--- src/rtl/tod_pkg.sv ---
package tod_pkg;
    localparam int ADDR_W = 4;

    localparam logic [ADDR_W-1:0] RA_ADDEND   = 4'h0;
    localparam logic [ADDR_W-1:0] RA_TICK     = 4'h1;
    localparam logic [ADDR_W-1:0] RA_TIME_LO  = 4'h2;
    localparam logic [ADDR_W-1:0] RA_TIME_HI  = 4'h3;
    localparam logic [ADDR_W-1:0] RA_ALARM_LO = 4'h4;
    localparam logic [ADDR_W-1:0] RA_ALARM_HI = 4'h5;
    localparam logic [ADDR_W-1:0] RA_STATUS   = 4'h6;
    localparam int                RA_CAP_BASE = 8;

    typedef enum logic [1:0] {
        AL_OFF   = 2'd0,
        AL_ARMED = 2'd1,
        AL_FIRED = 2'd2
    } alarm_state_e;
endpackage

--- src/rtl/tod_phase_accum.sv ---
module tod_phase_accum #(
    parameter int ACC_W  = 32,
    parameter int TIME_W = 64,
    parameter int TICK_W = 8
) (
    input  logic              clk,
    input  logic              rst_n,
    input  logic [ACC_W-1:0]  addend,
    input  logic [TICK_W-1:0] tick,
    input  logic              load_en,
    input  logic [TIME_W-1:0] load_val,
    output logic [TIME_W-1:0] time_q
);
    logic [ACC_W-1:0] acc_q;
    logic [ACC_W:0]   sum;

    assign sum = {1'b0, acc_q} + {1'b0, addend};

    always_ff @(posedge clk or negedge rst_n) begin
        if (!rst_n) begin
            acc_q  <= '0;
            time_q <= '0;
        end else if (load_en) begin
            acc_q  <= '0;
            time_q <= load_val;
        end else begin
            acc_q <= sum[ACC_W-1:0];
            if (sum[ACC_W]) begin
                time_q <= time_q + TIME_W'(tick);
            end
        end
    end
endmodule

--- src/rtl/tod_event_capture.sv ---
module tod_event_capture #(
    parameter int TIME_W = 64,
    parameter int SYNC_N = 2
) (
    input  logic              clk,
    input  logic              rst_n,
    input  logic              evt_in,
    input  logic [TIME_W-1:0] time_now,
    input  logic              clr,
    output logic [TIME_W-1:0] cap_q,
    output logic              flag_q
);
    localparam int PIPE_W = SYNC_N + 1;

    logic [PIPE_W-1:0] pipe_q;
    logic              rise;

    assign rise = pipe_q[SYNC_N-1] & ~pipe_q[SYNC_N];

    always_ff @(posedge clk or negedge rst_n) begin
        if (!rst_n) begin
            pipe_q <= '0;
            cap_q  <= '0;
            flag_q <= 1'b0;
        end else begin
            pipe_q <= {pipe_q[PIPE_W-2:0], evt_in};
            if (rise) begin
                cap_q <= time_now;
            end
            flag_q <= rise | (flag_q & ~clr);
        end
    end
endmodule

--- src/rtl/tod_alarm.sv ---
module tod_alarm
    import tod_pkg::*;
#(
    parameter int TIME_W = 64
) (
    input  logic              clk,
    input  logic              rst_n,
    input  logic              arm,
    input  logic [TIME_W-1:0] arm_val,
    input  logic              ack,
    input  logic [TIME_W-1:0] time_now,
    output logic [TIME_W-1:0] alarm_q,
    output logic              fired
);
    alarm_state_e state_q, state_d;
    logic         reach;

    assign reach = (time_now >= alarm_q);

    always_ff @(posedge clk or negedge rst_n) begin
        if (!rst_n) begin
            state_q <= AL_OFF;
            alarm_q <= '0;
        end else begin
            state_q <= state_d;
            if (arm) begin
                alarm_q <= arm_val;
            end
        end
    end

    always_comb begin
        state_d = state_q;
        unique case (state_q)
            AL_OFF: begin
                if (arm) state_d = AL_ARMED;
            end
            AL_ARMED: begin
                if (arm)        state_d = AL_ARMED;
                else if (reach) state_d = AL_FIRED;
            end
            AL_FIRED: begin
                if (arm)      state_d = AL_ARMED;
                else if (ack) state_d = AL_OFF;
            end
            default: state_d = AL_OFF;
        endcase
    end

    always_comb begin
        fired = 1'b0;
        unique case (state_q)
            AL_FIRED: fired = 1'b1;
            default:  fired = 1'b0;
        endcase
    end
endmodule

--- src/rtl/tod_regs.sv ---
module tod_regs
    import tod_pkg::*;
#(
    parameter int              BUS_W      = 32,
    parameter int              TICK_W     = 8,
    parameter int              NUM_EVT    = 2,
    parameter logic [BUS_W-1:0] ADDEND_RST = 32'h9999_99A4,
    parameter int              TICK_RST   = 10
) (
    input  logic                             clk,
    input  logic                             rst_n,
    input  logic                             wr_en,
    input  logic                             rd_en,
    input  logic [ADDR_W-1:0]                addr,
    input  logic [BUS_W-1:0]                 wdata,
    output logic [BUS_W-1:0]                 rdata,
    input  logic [2*BUS_W-1:0]               time_now,
    input  logic [2*BUS_W-1:0]               alarm_val,
    input  logic                             alarm_fired,
    input  logic [NUM_EVT-1:0][2*BUS_W-1:0]  caps,
    input  logic [NUM_EVT-1:0]               flags,
    output logic [BUS_W-1:0]                 addend_q,
    output logic [TICK_W-1:0]                tick_q,
    output logic                             load_en,
    output logic [2*BUS_W-1:0]               load_val,
    output logic                             arm,
    output logic [2*BUS_W-1:0]               arm_val,
    output logic                             ack,
    output logic [NUM_EVT-1:0]               evt_clr
);
    localparam int TIME_W = 2 * BUS_W;

    logic [BUS_W-1:0] load_lo_q;
    logic [BUS_W-1:0] alarm_lo_q;
    logic [BUS_W-1:0] snap_hi_q;
    logic             status_wr;

    assign status_wr = wr_en && (addr == RA_STATUS);
    assign load_en   = wr_en && (addr == RA_TIME_HI);
    assign load_val  = {wdata, load_lo_q};
    assign arm       = wr_en && (addr == RA_ALARM_HI);
    assign arm_val   = {wdata, alarm_lo_q};
    assign ack       = status_wr && wdata[NUM_EVT];
    assign evt_clr   = status_wr ? wdata[NUM_EVT-1:0] : '0;

    always_ff @(posedge clk or negedge rst_n) begin
        if (!rst_n) begin
            addend_q   <= ADDEND_RST;
            tick_q     <= TICK_W'(TICK_RST);
            load_lo_q  <= '0;
            alarm_lo_q <= '0;
            snap_hi_q  <= '0;
        end else begin
            if (wr_en && addr == RA_ADDEND)   addend_q   <= wdata;
            if (wr_en && addr == RA_TICK)     tick_q     <= wdata[TICK_W-1:0];
            if (wr_en && addr == RA_TIME_LO)  load_lo_q  <= wdata;
            if (wr_en && addr == RA_ALARM_LO) alarm_lo_q <= wdata;
            if (rd_en && addr == RA_TIME_LO)  snap_hi_q  <= time_now[TIME_W-1:BUS_W];
        end
    end

    always_comb begin
        rdata = '0;
        case (addr)
            RA_ADDEND:   rdata = addend_q;
            RA_TICK:     rdata = BUS_W'(tick_q);
            RA_TIME_LO:  rdata = time_now[BUS_W-1:0];
            RA_TIME_HI:  rdata = snap_hi_q;
            RA_ALARM_LO: rdata = alarm_val[BUS_W-1:0];
            RA_ALARM_HI: rdata = alarm_val[TIME_W-1:BUS_W];
            RA_STATUS:   rdata = BUS_W'({alarm_fired, flags});
            default: begin
                for (int i = 0; i < NUM_EVT; i++) begin
                    if (addr == ADDR_W'(RA_CAP_BASE + 2 * i))
                        rdata = caps[i][BUS_W-1:0];
                    if (addr == ADDR_W'(RA_CAP_BASE + 2 * i + 1))
                        rdata = caps[i][TIME_W-1:BUS_W];
                end
            end
        endcase
    end
endmodule

--- src/rtl/tod_addend_counter.sv ---
module tod_addend_counter
    import tod_pkg::*;
#(
    parameter int               BUS_W      = 32,
    parameter int               TICK_W     = 8,
    parameter int               NUM_EVT    = 2,
    parameter logic [BUS_W-1:0] ADDEND_RST = 32'h9999_99A4,
    parameter int               TICK_RST   = 10
) (
    input  logic                 clk,
    input  logic                 rst_n,
    input  logic                 wr_en,
    input  logic                 rd_en,
    input  logic [ADDR_W-1:0]    addr,
    input  logic [BUS_W-1:0]     wdata,
    output logic [BUS_W-1:0]     rdata,
    input  logic [NUM_EVT-1:0]   evt_in,
    output logic [2*BUS_W-1:0]   time_ns,
    output logic                 alarm_irq
);
    localparam int TIME_W = 2 * BUS_W;
    localparam int ACC_W  = BUS_W;

    logic [ACC_W-1:0]                addend_w;
    logic [TICK_W-1:0]               tick_w;
    logic                            load_en_w;
    logic [TIME_W-1:0]               load_val_w;
    logic                            arm_w;
    logic [TIME_W-1:0]               arm_val_w;
    logic                            ack_w;
    logic [TIME_W-1:0]               alarm_val_w;
    logic [NUM_EVT-1:0]              clr_w;
    logic [NUM_EVT-1:0]              flag_w;
    logic [NUM_EVT-1:0][TIME_W-1:0]  cap_w;

    tod_regs #(
        .BUS_W(BUS_W), .TICK_W(TICK_W), .NUM_EVT(NUM_EVT),
        .ADDEND_RST(ADDEND_RST), .TICK_RST(TICK_RST)
    ) u_regs (
        .clk(clk), .rst_n(rst_n), .wr_en(wr_en), .rd_en(rd_en),
        .addr(addr), .wdata(wdata), .rdata(rdata),
        .time_now(time_ns), .alarm_val(alarm_val_w), .alarm_fired(alarm_irq),
        .caps(cap_w), .flags(flag_w),
        .addend_q(addend_w), .tick_q(tick_w),
        .load_en(load_en_w), .load_val(load_val_w),
        .arm(arm_w), .arm_val(arm_val_w), .ack(ack_w), .evt_clr(clr_w)
    );

    tod_phase_accum #(
        .ACC_W(ACC_W), .TIME_W(TIME_W), .TICK_W(TICK_W)
    ) u_accum (
        .clk(clk), .rst_n(rst_n), .addend(addend_w), .tick(tick_w),
        .load_en(load_en_w), .load_val(load_val_w), .time_q(time_ns)
    );

    tod_alarm #(
        .TIME_W(TIME_W)
    ) u_alarm (
        .clk(clk), .rst_n(rst_n), .arm(arm_w), .arm_val(arm_val_w),
        .ack(ack_w), .time_now(time_ns), .alarm_q(alarm_val_w),
        .fired(alarm_irq)
    );

    for (genvar g = 0; g < NUM_EVT; g++) begin : g_evt
        tod_event_capture #(
            .TIME_W(TIME_W), .SYNC_N(2)
        ) u_cap (
            .clk(clk), .rst_n(rst_n), .evt_in(evt_in[g]),
            .time_now(time_ns), .clr(clr_w[g]),
            .cap_q(cap_w[g]), .flag_q(flag_w[g])
        );
    end
endmodule

--- config.mk ---
export PLATFORM = sky130hd
export DESIGN_NAME = tod_addend_counter
export DESIGN_NICKNAME = d
export VERILOG_FILES = /design/src/rtl/tod_pkg.sv /design/src/rtl/tod_phase_accum.sv /design/src/rtl/tod_event_capture.sv /design/src/rtl/tod_alarm.sv /design/src/rtl/tod_regs.sv /design/src/rtl/tod_addend_counter.sv
export SDC_FILE = /design/constraint.sdc
export NUM_CORES = 1
export LEC_CHECK = 0
export CORE_MARGIN = 2
export CORE_UTILIZATION = 51
export DETAILED_ROUTE_END_ITERATION = 10
export PLACE_DENSITY_LB_ADDON = 0.2
export SETUP_SLACK_MARGIN = 0.4
export SYNTH_ARGS = -nofsm -noshare
export SYNTH_HDL_FRONTEND = slang
export SYNTH_SLANG_ARGS = --single-unit
--- constraint.sdc ---
create_clock -name clk -period 2.9 [get_ports clk]
set_input_delay 0.725 -clock clk [delete_from_list [all_inputs] [get_ports clk]]
set_output_delay 0.725 -clock clk [all_outputs]
set_load 0.01 [all_outputs]
# After elaboration in Yosys (flattened, before gate mapping)
# Cells that the tools add are included.
[totals] reg_bits=434 out_inout_bits=97 input_bits=42
[op_classes] magnitude_cmp=1 reduce_logical=13 eq_ne=15 n_mux=16 add_sub_neg=2 bitwise_logic=10
[ops] op="$pmux 32 s7" n=1
[ops] op="$mux 32" n=5
[ops] op="$mux 64" n=2
[ops] op="$add 64x8->64" n=1
[ops] op="$ge 64x64->1" n=1
[ops] op="$add 32x32->33" n=1
[ops] op="$eq 4x4->1 const B" n=4
[ops] op="$eq 4x3->1 const B" n=3
[ops] op="$mux 2" n=6
[ops] op="$logic_and 1x1->1" n=9
[ops] op="$eq 4x2->1 const B" n=2
[ops] op="$pmux 2 s3" n=1
[ops] op="$and 1x1->1" n=4
[ops] op="$eq 4x1->1 const B" n=1
[ops] op="$logic_not 4->1" n=1
[ops] op="$not 1->1" n=4
[ops] op="$ne 3x2->1 const B" n=1
[ops] op="$ne 3x3->1 const B" n=1
[ops] op="$reduce_and 3->1" n=1
[ops] op="$eq 2x1->1 const B" n=1
[ops] op="$eq 2x2->1 const B" n=1
[ops] op="$logic_not 2->1" n=1
[ops] op="$ne 2x2->1 const B" n=1
[ops] op="$or 1x1->1" n=2
[ops] op="other kinds (2)" n=2

# Logic depth before layout (Yosys ltp)
# Gate-level depths: netlist of the first run.
[logic_depth] ltp_word=6 depth_mapped=13

# Cells and area by module
# Synthesis of the first run repeated with hierarchy kept, for this count alone.
[hier_totals] hier_cells=2268 area_unflattened_um2=25181.7
[modules_own_cells] mod="tod_regs" instances=1 area_per_inst_um2=8265.4 cells_each=639 seq_area_each_um2=3424.5
[modules_own_cells] mod="tod_phase_accum" instances=1 area_per_inst_um2=7435.9 cells_each=893 seq_area_each_um2=2402.3
[modules_own_cells] mod="tod_event_capture" instances=2 area_per_inst_um2=2758.9 cells_each=142 seq_area_each_um2=1701.6
[modules_own_cells] mod="tod_alarm" instances=1 area_per_inst_um2=3962.6 cells_each=452 seq_area_each_um2=1651.6

# Worst setup path before layout of the first run
# No wires, ideal clock.
[synth_timing] path_kind="in2out" start="input addr[0]" end="output rdata[26]" path_stages=6 required_ps=2175 path_slack_ps=-180 arrival_time_ps=2355 path_buffers=3 path_cell_list="buf_1 nor3_1 clkbuf_1 buf_1 a22oi_1 a31oi_1"
[synth_between] elab_chain_len=6 word_cells_on_any_way=16
[synth_lines] element="from (decl)" line_no="tod_addend_counter.sv:14" source="input logic [ADDR_W-1:0] addr,"
[synth_lines] element="$eq 4x4->1" line_no="tod_regs.sv:74" source="if (addr == ADDR_W'(RA_CAP_BASE + 2 * i))"
[synth_lines] element="$mux 32" line_no="tod_regs.sv:74"
[synth_lines] element="$mux 32" line_no="tod_regs.sv:76" source="if (addr == ADDR_W'(RA_CAP_BASE + 2 * i + 1))"
[synth_lines] element="$mux 32" line_no="tod_regs.sv:74"
[synth_lines] element="$mux 32" line_no="tod_regs.sv:76"
[synth_lines] element="$pmux 32 s7 (*)" line_no="tod_regs.sv:64" source="case (addr)"
[synth_lines] element="to (decl)" line_no="tod_addend_counter.sv:16" source="output logic [BUS_W-1:0] rdata,"
# Every way passes the cells marked *; elsewhere a longest branch is shown, timed or not.

# Worst setup path in the final report of the first run
[layout_timing] start="register u_regs.addend_q[2]" end="register u_accum.time_q[13]"
[layout_between] elab_chain_len=2
[layout_lines] element="from (decl)" line_no="tod_regs.sv:22" source="output logic [BUS_W-1:0] addend_q,"
[layout_lines] element="from (signal assigned)" line_no="tod_regs.sv:54" source="if (wr_en && addr == RA_ADDEND) addend_q <= wdata;"
[layout_lines] element="$add 32x32->33" line_no="tod_phase_accum.sv:17" source="assign sum = {1'b0, acc_q} + {1'b0, addend};"
[layout_lines] element="$reduce_bool 2->1 (no source line)"
[layout_lines] element="to (signal assigned)" line_no="tod_phase_accum.sv:25" source="time_q <= load_val;"
[layout_lines] element="to (signal assigned)" line_no="tod_phase_accum.sv:29" source="time_q <= time_q + TIME_W'(tick);"
[layout_lines] element="to (decl)" line_no="tod_phase_accum.sv:12" source="output logic [TIME_W-1:0] time_q"
# No other way between the ends.
# A chain may end at the register's enable or synchronous reset.

==> flow_metrics.tcl, run 1 <==
set metrics [dict create \
    fmax_ghz 0.328 \
    yosys-top-cells-count "dfrtp_1 (417), mux2_2 (322), nand2_1 (128)" \
    drc 0 \
    grt-ovfl-total 0 \
    coreArea_um2 45300 \
    cts_inserted_buffers 48 \
    setup_viol 79 \
    reg2reg_slack_ns -0.15 \
    seqPwrFrac 0.319 \
    hold_viol 0 \
    max_cap_violations 0 \
    avgSynthCellArea_um2 11.0 \
    wl_per_cell_um 27.5 \
    power.switching_mw 11.7 \
    p_per_area_nw_per_um2 958 \
    yosysSeqAreaShare 0.467 \
    row_count 78 \
    cpMostUsedCell "a31oi_4" \
    dpl_worst_slack_ns -0.911 \
    syn2layout_area_growth_pct 36.8 \
    grt_pass1_vias 20300 \
    rsz0062_at_grt "yes" \
    io_pins 139 \
    violations "setup timing" \
    synth_top_area_frac 0.448 \
    synth_top_family_by_area "multiplexers" \
    via_per_inst 6.52 \
    hold_path.class "input port to async pin" \
    yosysMostFrequentCell "dfrtp_1" \
    synth.area.top_cells "dfrtp_1 (45%), mux2_2 (16%), ha_1 (5.6%)" \
    path_cells "ha_4, nor2b_4, o2111a_2, o21ai_4, a31oi_4, a211oi_4, a31oi_4, nand2b_4, buf_12, buf_16, a32o_2" \
    synth_top_area_cell "dfrtp_1" \
    path_clk_slew_ns 0.06 \
    status "finished, violations left" \
    antenna_found_initial 2 \
    wirelength_um 87100 \
    start_util 0.515 \
    finalNetCount 2671 \
    leakage_nw 14.0 \
    cts.path.max_buffers 3 \
    die_area_um2 47400 \
    clkSinkCount 434 \
    tns_ns -5.00 \
    ys_seq_elements 434 \
    netSwitchingFraction 0.383 \
    p_int_mw 18.8 \
    cp_num_buf_inv 2 \
    ys_warn_count 0 \
    htree_levels 2 \
    synthAdderAreaFrac 0.0576 \
    r2r_cells 11 \
    worst_skew_pair.late_latency_ns 0.60 \
    relSlewSlack 0.327 \
    port_buffers 138 \
    hpwl_um 58900 \
    min_period_over_period 1.05 \
    crit_slowest_cell "dfstp_2" \
    tightest_slew_ns 0.998 \
    grt_use_total 0.361 \
    synth-edff-count 0 \
    end_kind "register" \
    drive_gt1_frac 0.419 \
    vdd_drop_max_mv 0.570 \
    hold_buffers 0 \
    grt_max_degree 78 \
    path_max_fanout 6 \
    worstPathArrival_ns 3.52 \
    synth_area_um2 23300 \
    synth_xor_area_frac 0.0109 \
    finClkSkew_ns 0.0166 \
    synth-compound-area-share 0.161 \
    cp_top_family "compound AO/OA/AOI/OAI gates" \
    cts_tree "done" \
    fp.dieW_um 218 \
    ctsRootBufferMaster "clkbuf_16" \
    drv_slew 0 \
    drt_iter0_drc 2395 \
    yosys-mux-area-fraction 0.180 \
    synth_nets 2266 \
    min_period_ns 3.05 \
    synth-simple-area-share 0.0847 \
    max_stage_delay_ns 0.64 \
    die_height_um 218 \
    power_frac_comb 0.474 \
    synthCells 2118 \
    cp.required_ns 3.37 \
    crit_type "register to register" \
    place_congestion 0.969 \
    synthFlopType "dfrtp_1" \
    clock_power_share 0.207 \
    vias 20600 \
    async_reset_ff_frac 1.00 \
    postRouteAntennaNets 0 \
    reg2reg_to "u_accum.time_q[13]" \
    first_pass_iters 6 \
    setup_slack_ns -0.150 \
    cp-start-kind "register" \
    synth.distinct_cells 83 \
    reg2reg_from "u_regs.addend_q[2]" \
    grt_pass1_wl_um 128000 \
]
[power by group through the flow]
| stage | sequential, mW | clock (mW) | combinational (mW) |
|---|---|---|---|
| after global routing | 9.91 | 6.61 | 15.3 |
| final | 9.73 | 6.33 | 14.5 |
| after CTS | 9.60 | 6.37 | 13.0 |
| after floorplan | 9.48 | 0 | 6.52 |
| after detailed placement | 9.68 | 0 | 11.4 |
| after global placement | 9.61 | 0 | 11.1 |
[worst max path at each step]
stage                       startpoint                 end  slack, ns  cells after the start
finish              u_regs.addend_q[2]  u_accum.time_q[13]      -0.15                     11
global route                   addr[1]            rdata[7]      -0.17                     11
global placement               addr[2]           rdata[29]      -0.89                      8
detailed placement             addr[2]           rdata[29]      -0.91                      8
CTS                            addr[0]           rdata[18]       -0.1                      9
floorplan                      addr[1]           rdata[18]       0.28                      8
[cell type report]
| cell class | count | area, µm² |
|---|---|---|
| clock buffers | 73 | 1440 |
| well taps | 600 | 751 |
| flip-flops and latches | 434 | 10900 |
| fillers | 3225 | 13400 |
| clock inverters | 14 | 173 |
| diodes | 2 | 5.00 |
| repair buffers | 485 | 5080 |
| multi-input cells | 1461 | 13200 |
| inverters | 93 | 349 |
[state kept, by name, indices dropped and copies added (netlist names)]
name and flops:
u_alarm.state_q 2, u_regs.alarm_lo_q 32, u_regs.load_lo_q 32, u_regs.snap_hi_q 32
g_evt.u_cap.pipe_q 6, u_accum.time_q 64, g_evt.u_cap.flag_q 2, u_regs.tick_q 8
u_alarm.alarm_q 64, u_regs.addend_q 32, g_evt.u_cap.cap_q 128, u_accum.acc_q 32
[cell families (layout without fill, tap and decap cells)]
kind of cell    Yosys count  in the layout
simple gates            396            396
fa+ha+maj               106            106
xor+xnor                 29             29
buf+inv                 223            665
other cells               0              2
mux                     368            368
flops                   434            434
compound gates          562            562
[routing by layer]
metal,GRT usage,part of all wire,vias up
li1,-,-,8721
met1,0.509,0.41,10300
met2,0.533,0.43,1233
met3,0.0828,0.11,305
met4,0.157,0.051,2
met5,0,0.00014,-
[per-stage QoR]
stage               utilization  power, mW  cells  area (µm²)  hold WS [ns]
finish                    0.704       30.5   3162       31900        0.0765
global route              0.704       31.9   3161       31900        0.0919
CTS                       0.679       29.0   3125       30700         0.104
detailed placement        0.609       21.0   2978       27600         0.336
global placement          0.609       20.7   2978       27600         0.336
floorplan                     -       16.0   2118       23700         0.331
[worst reg2reg max path: cells and delay by family (launching register included)]
family,cells,cell delay [ns]
adder cells (fa/ha/maj),1,0.24
buffers and inverters,2,0.31
AND/OR/NAND/NOR,2,0.35
AO/OA/AOI/OAI,6,1.39
flip-flops,1,0.64
[cells in the final DEF (no fill, tap or decap), drive strengths merged, types with 24 or more instances in the layout]
master,instances
clkdlybuf4s50,93
mux2,327
nand2,129
a22oi,59
a21o,43
mux2i,35
clkbuf,77
dfrtp,417
nor3,26
inv,93
nor2,73
a221oi,24
nand4,25
a31oi,52
o21ai,135
buf,380
nand3,47
a21oi,107
ha,104
[timing repair]
action | 4_1_cts | 5_1_grt
gates resized for setup | 373 | 152
cloned | 9 | 4
pin swaps | 88 | 59
endpoints found under the setup margin | 143 | 125
setup buffers | 51 | 31
Power figures use the tool's default switching activity.
==> run 2, diff against run 1 <==
Settings changed: PLACE_DENSITY set to 0.71, PLACE_DENSITY_LB_ADDON 0.2 to not set.
Clock period 2.9 ns to 2.6 ns, I/O delays scaled along.
==> run 2 against run 1 <==
The flow still finishes with violations (setup timing). Worst setup slack lost 0.44 ns. Critical path depth is 4 higher. Clock skew grew 0.017 ns. Non-clock buffer count up 175. Wire length rose by 5.0%. Register-to-register slack worse by 0.44 ns. Hold slack improved by 0.27 ns. First-iteration DRC count is 11% higher. Die area is the same. Combinational power grew 19%. Power up 15%. Sequential power rose by 10%. Critical path type unchanged. Critical endpoint is now u_accum.time_q[62].
==> flow_metrics.tcl, run 2 (synthesized netlist as in run 1, its figures left out) <==
set metrics [dict create \
    ff_latch_area_um2 10900 \
    leakage_nw 15.1 \
    first_pass_iters 6 \
    cp.required_ns 3.08 \
    vias 21600 \
    wirelength_um 91500 \
    largest_reg_flops 128 \
    clock_power_share 0.206 \
    clkSinkCount 434 \
    relSlewSlack 0.405 \
    vdd_drop_max_mv 0.794 \
    grt_use_total 0.377 \
    status "finished, violations left" \
    hold_path.class "register to register" \
    hold_viol 0 \
    finalNetCount 2847 \
    antenna_found_initial 4 \
    mostFrequentLayoutCell "dfrtp_1" \
    p_int_mw 21.7 \
    htree_levels 2 \
    worst_skew_pair.late_latency_ns 0.62 \
    coreArea_um2 45300 \
    end_kind "register" \
    cts_tree "done" \
    min_period_ns 3.19 \
    reg2reg_from "u_regs.addend_q[0]" \
    crit_path_start "u_regs.addend_q[0]" \
    drv_slew 0 \
    setup_slack_ns -0.588 \
    grt-ovfl-total 0 \
    fmax_ghz 0.314 \
    final_cell_area_um2 33400 \
    fp.dieW_um 218 \
    rsz0062_at_grt "yes" \
    cts_inserted_buffers 48 \
    holdCritStartpoint "g_evt[1].u_cap.pipe_q[0]" \
    drive_gt1_frac 0.473 \
    cts.path.max_buffers 3 \
    final_cell_mix "dfrtp_1 (397), buf_4 (358), mux2_2 (322)" \
    dpl.cell_count 3113 \
    die_height_um 218 \
    finClkSkew_ns 0.0337 \
    postRouteAntennaNets 0 \
    wl_per_cell_um 27.4 \
    via_per_inst 6.45 \
    syn2layout_area_growth_pct 43.3 \
    top_register "g_evt.u_cap.cap_q" \
    drc 0 \
    p_per_area_nw_per_um2 1050 \
    grt_pass1_wl_um 134000 \
    power_frac_comb 0.490 \
    multi_input_area_um2 13300 \
    grt_max_degree 76 \
    start_util 0.515 \
    tns_ns -38.12 \
    worstPathArrival_ns 3.67 \
    final_util 0.738 \
    fin_cells 3340 \
    hpwl_um 61000 \
    largestRegisters "g_evt.u_cap.cap_q x128, u_accum.time_q x64, u_alarm.alarm_q x64" \
    die_area_um2 47400 \
    io_pins 139 \
    dpl_worst_slack_ns -0.993 \
    drt_iter0_drc 2656 \
    fillers 2941 \
    max_cap_violations 0 \
    netSwitchingFraction 0.384 \
    port_buffers 138 \
    min_period_over_period 1.23 \
    seqPwrFrac 0.304 \
    path_clk_slew_ns 0.07 \
    ctsRootBufferMaster "clkbuf_16" \
    grt_pass1_vias 21600 \
    violations "setup timing" \
    setup_viol 105 \
    path_max_fanout 11 \
    place_congestion 0.983 \
    power.switching_mw 13.5 \
    crit_type "register to register" \
    cp-start-kind "register" \
    tightest_slew_ns 0.890 \
    dpl-instance-area_um2 29000 \
    row_count 78 \
]
==> run 2: changes by cell type in the layout (fill, tap and decap cells not counted), sizes merged, moves of 2 or more <==
| cell | before | now |
|---|---|---|
| buf | 380 | 558 |
| bufinv | 4 | 6 |
| clkdlybuf4s15 | 0 | 5 |
| clkdlybuf4s50 | 93 | 36 |
| clkinvlp | 1 | 3 |
| dlygate4sd2 | 5 | 52 |
| dlymetal6s2s | 3 | 0 |
| inv | 93 | 95 |
==> run 2: metrics by stage <==
stage	hold WS (ns)	power, mW
floorplan	0.331	18.1
global placement	0.338	24.4
detailed placement	0.338	24.9
CTS	0.351	33.5
global route	0.375	36.7
finish	0.350	35.2
==> run 2: cell type report <==
cell class / count / share of cell area
antenna: 1 / 0.0000749
sequential: 434 / 0.327
clock buffer: 70 / 0.0415
timing repair buffer: 660 / 0.194
clock inverter: 20 / 0.00794
inverter: 93 / 0.0105
tap: 600 / 0.0225
multi-input combinational: 1462 / 0.397
==> run 2: per-layer routing <==
metal,GRT usage,part of all wire,wire (µm)
met3,0.0932,0.11,10300
met5,0,0.00014,13
met2,0.584,0.45,40800
met4,0.157,0.054,4920
met1,0.506,0.39,35400
==> run 2: worst paths after layout <==
check	endpoint	slack, ns	cells past startpoint
setup / recovery	u_accum.time_q[62]	-0.59	15
hold / removal	g_evt[1].u_cap.pipe_q[1]	0.35	0
setup reg to reg	u_accum.time_q[62]	-0.59	15
hold reg to reg	g_evt[1].u_cap.pipe_q[1]	0.35	0
max in group asynchronous	u_regs.addend_q[27]	1.23	4
min in group asynchronous	u_accum.acc_q[8]	0.56	2
==> run 2: what timing repair did <==
action,CTS,global route
gates cloned,9,4
endpoints found under the hold margin,31,0
pin swaps,93,89
resized for setup,458,138
setup endpoints to repair,187,129
hold buffers,1,0
buffers inserted,93,29
==> run 2: power by group through the flow <==
stage	logic [mW]	clock network, mW	registers [mW]
3_3_place_gp	13.8	0	10.6
6_report	17.3	7.26	10.7
5_1_grt	18.2	7.56	10.9
3_5_place_dp	14.2	0	10.7
2_1_floorplan	7.49	0	10.6
4_1_cts	15.6	7.29	10.6
==> run 2: critical path, cell delays in order (launching register included) <==
cell and delay, ns:
dfrtp_2 0.46, ha_4 0.17, inv_2 0.04, fa_2 0.36, nor2b_4 0.13, o2111a_2 0.28, o21ai_4 0.10, a31oi_4 0.24
a211oi_4 0.11, buf_4 0.16, buf_6 0.11, o211ai_1 0.19, buf_4 0.22, buf_8 0.21, o21ai_0 0.13, o2bb2ai_2 0.15
==> run 3, diff against run 2 <==
Clock period 2.6 ns to 2.65 ns, I/O delays scaled along.
==> run 3 against run 2 <==
The run still ends with setup timing left. Sequential power about the same. Non-clock buffer count decreased by 10. Flip-flop and latch count unchanged. First-iteration DRC count increased by 6.1%. Design area increased by 1.2%. Critical endpoint is now u_accum.time_q[60]. Power decreased by 0.87%.
==> flow_metrics.tcl, run 3 (synthesized netlist as in run 1, its figures left out) <==
set metrics [dict create \
    violations "setup timing" \
    drive_gt1_frac 0.474 \
    fmax_ghz 0.325 \
    min_period_ns 3.08 \
    io_pins 139 \
    reg2reg_from "u_regs.addend_q[2]" \
    drc 0 \
    end_kind "register" \
    dpl.cell_count 3073 \
    antenna_found_initial 6 \
    setup_viol 97 \
    path_max_fanout 15 \
    rsz0062_at_grt "yes" \
    clkSinkCount 434 \
    grt_pass1_wl_um 137000 \
    ctsRootBufferMaster "clkbuf_16" \
    first_pass_iters 7 \
    row_count 78 \
    cp.required_ns 3.12 \
    htree_levels 2 \
    status "finished, violations left" \
    finalNetCount 2836 \
    vdd_drop_max_mv 0.693 \
    fillers 2893 \
    hold_viol 0 \
    r2r_cells 12 \
    largestRegisters "g_evt.u_cap.cap_q x128, u_accum.time_q x64, u_alarm.alarm_q x64" \
    die_area_um2 47400 \
    p_per_area_nw_per_um2 1030 \
    relSlewSlack 0.468 \
    cts.path.max_buffers 3 \
    crit_type "register to register" \
    setup_slack_ns -0.428 \
    port_buffers 138 \
    multi_input_area_um2 13400 \
    hold_path.class "input port to async pin" \
    drt_iter0_drc 2818 \
    min_period_over_period 1.16 \
    cts_inserted_buffers 48 \
    wl_per_cell_um 28.8 \
    grt-ovfl-total 0 \
    worstPathArrival_ns 3.55 \
    final_cell_mix "dfrtp_1 (400), buf_4 (338), mux2_2 (322)" \
    ff_latch_area_um2 10900 \
    drv_slew 0 \
    start_util 0.515 \
    largest_reg_flops 128 \
    wirelength_um 95700 \
    place_congestion 1.02 \
    cp-start-kind "register" \
    max_cap_violations 0 \
    critPathCapture "u_accum.time_q[60]" \
    syn2layout_area_growth_pct 45.0 \
    tightest_slew_ns 0.789 \
    grt_use_total 0.387 \
    worst_skew_pair.late_latency_ns 0.60 \
    hold_buffers 0 \
    reg2reg_slack_ns -0.43 \
    grt_max_degree 60 \
    hold_ws_ns 0.0362 \
    die_height_um 218 \
    vias 22000 \
    top_register "g_evt.u_cap.cap_q" \
    postRouteAntennaNets 0 \
    cts_tree "done" \
    fp.dieW_um 218 \
    grt_pass1_vias 22000 \
    fin_cells 3326 \
    leakage_nw 15.3 \
    coreArea_um2 45300 \
    hpwl_um 61300 \
    path_clk_slew_ns 0.07 \
    reg2reg_to "u_accum.time_q[60]" \
    via_per_inst 6.62 \
    crit_path_start "u_regs.addend_q[2]" \
    finClkSkew_ns 0.0182 \
    mostFrequentLayoutCell "dfrtp_1" \
]
## run 3: changes by cell type in the layout (fill, tap and decap cells not counted), moves of 8 or more
cell / previous run / this run
buf_12: 63 / 77
buf_4: 358 / 338
a22oi_1: 14 / 22
a21oi_1: 72 / 63
o21ai_0: 97 / 82
buf_6: 90 / 80
a22oi_2: 45 / 37
o21ai_1: 23 / 33
## run 3: how the worst min path moves through the flow
stage	start	endpoint	slack (ns)	depth (start not counted)
3_3_place_gp	g_evt[1].u_cap.pipe_q[0]	g_evt[1].u_cap.pipe_q[1]	0.34	0
4_1_cts	rst_n	u_accum.acc_q[25]	0.04	1
5_1_grt	rst_n	u_regs.alarm_lo_q[18]	0.07	1
6_report	rst_n	u_accum.acc_q[25]	0.04	1
2_1_floorplan	g_evt[0].u_cap.pipe_q[0]	g_evt[0].u_cap.pipe_q[1]	0.33	0
3_5_place_dp	g_evt[0].u_cap.pipe_q[0]	g_evt[0].u_cap.pipe_q[1]	0.34	0
## run 3: power by group
group	internal, mW	leakage (nW)	total (mW)	switching [mW]
combinational	8.10	9.03	17.0	8.91
clock	4.47	0.836	7.36	2.89
sequential	8.87	5.38	10.6	1.69
## run 3: critical path, stage by stage (launching register included)
cell and delay [ns]:
dfstp_2 0.64, ha_4 0.24, nor2b_4 0.13, o2111a_2 0.30
o21ai_2 0.14, buf_6 0.14, a31oi_4 0.10, a211oi_4 0.33
a31oi_4 0.13, nand2b_4 0.21, buf_12 0.19, buf_12 0.17
a22o_1 0.22
## run 3: layout make-up
cell class,count,share of cell area
clock buffer,70,0.0419
multi-input combinational,1461,0.397
clock inverter,16,0.00848
antenna,2,0.000148
timing repair buffer,650,0.197
sequential,434,0.323
tap,600,0.0222
inverter,93,0.0106
## run 3: timing repair
action                     4_1_cts  5_1_grt
pin swaps                       98       93
setup buffers                  104       44
cloned                          12        5
setup endpoints to repair      184      125
gates resized for setup        498      132
## run 3: through the flow
| stage | utilization | power, mW | TNS, ns | cell area [µm²] | setup slack [ns] |
|---|---|---|---|---|---|
| after floorplan | - | 17.8 | 0 | 24100 | 0.0768 |
| after global placement | 0.634 | 23.8 | -65.86 | 28700 | -0.972 |
| after detailed placement | 0.634 | 24.3 | -72.74 | 28700 | -1.01 |
| after CTS | 0.721 | 33.1 | -17.77 | 32700 | -0.290 |
| after global routing | 0.746 | 36.3 | -37.16 | 33800 | -0.459 |
| final | 0.746 | 34.9 | -32.11 | 33800 | -0.428 |
## run 3: per-layer routing
layer | wire length [µm] | global-route usage | vias up
li1 | - | - | 9043
met1 | 36000 | 0.510 | 11000
met2 | 42500 | 0.586 | 1564
met3 | 11500 | 0.114 | 402
met4 | 5600 | 0.187 | 6
met5 | 126 | 0 | -
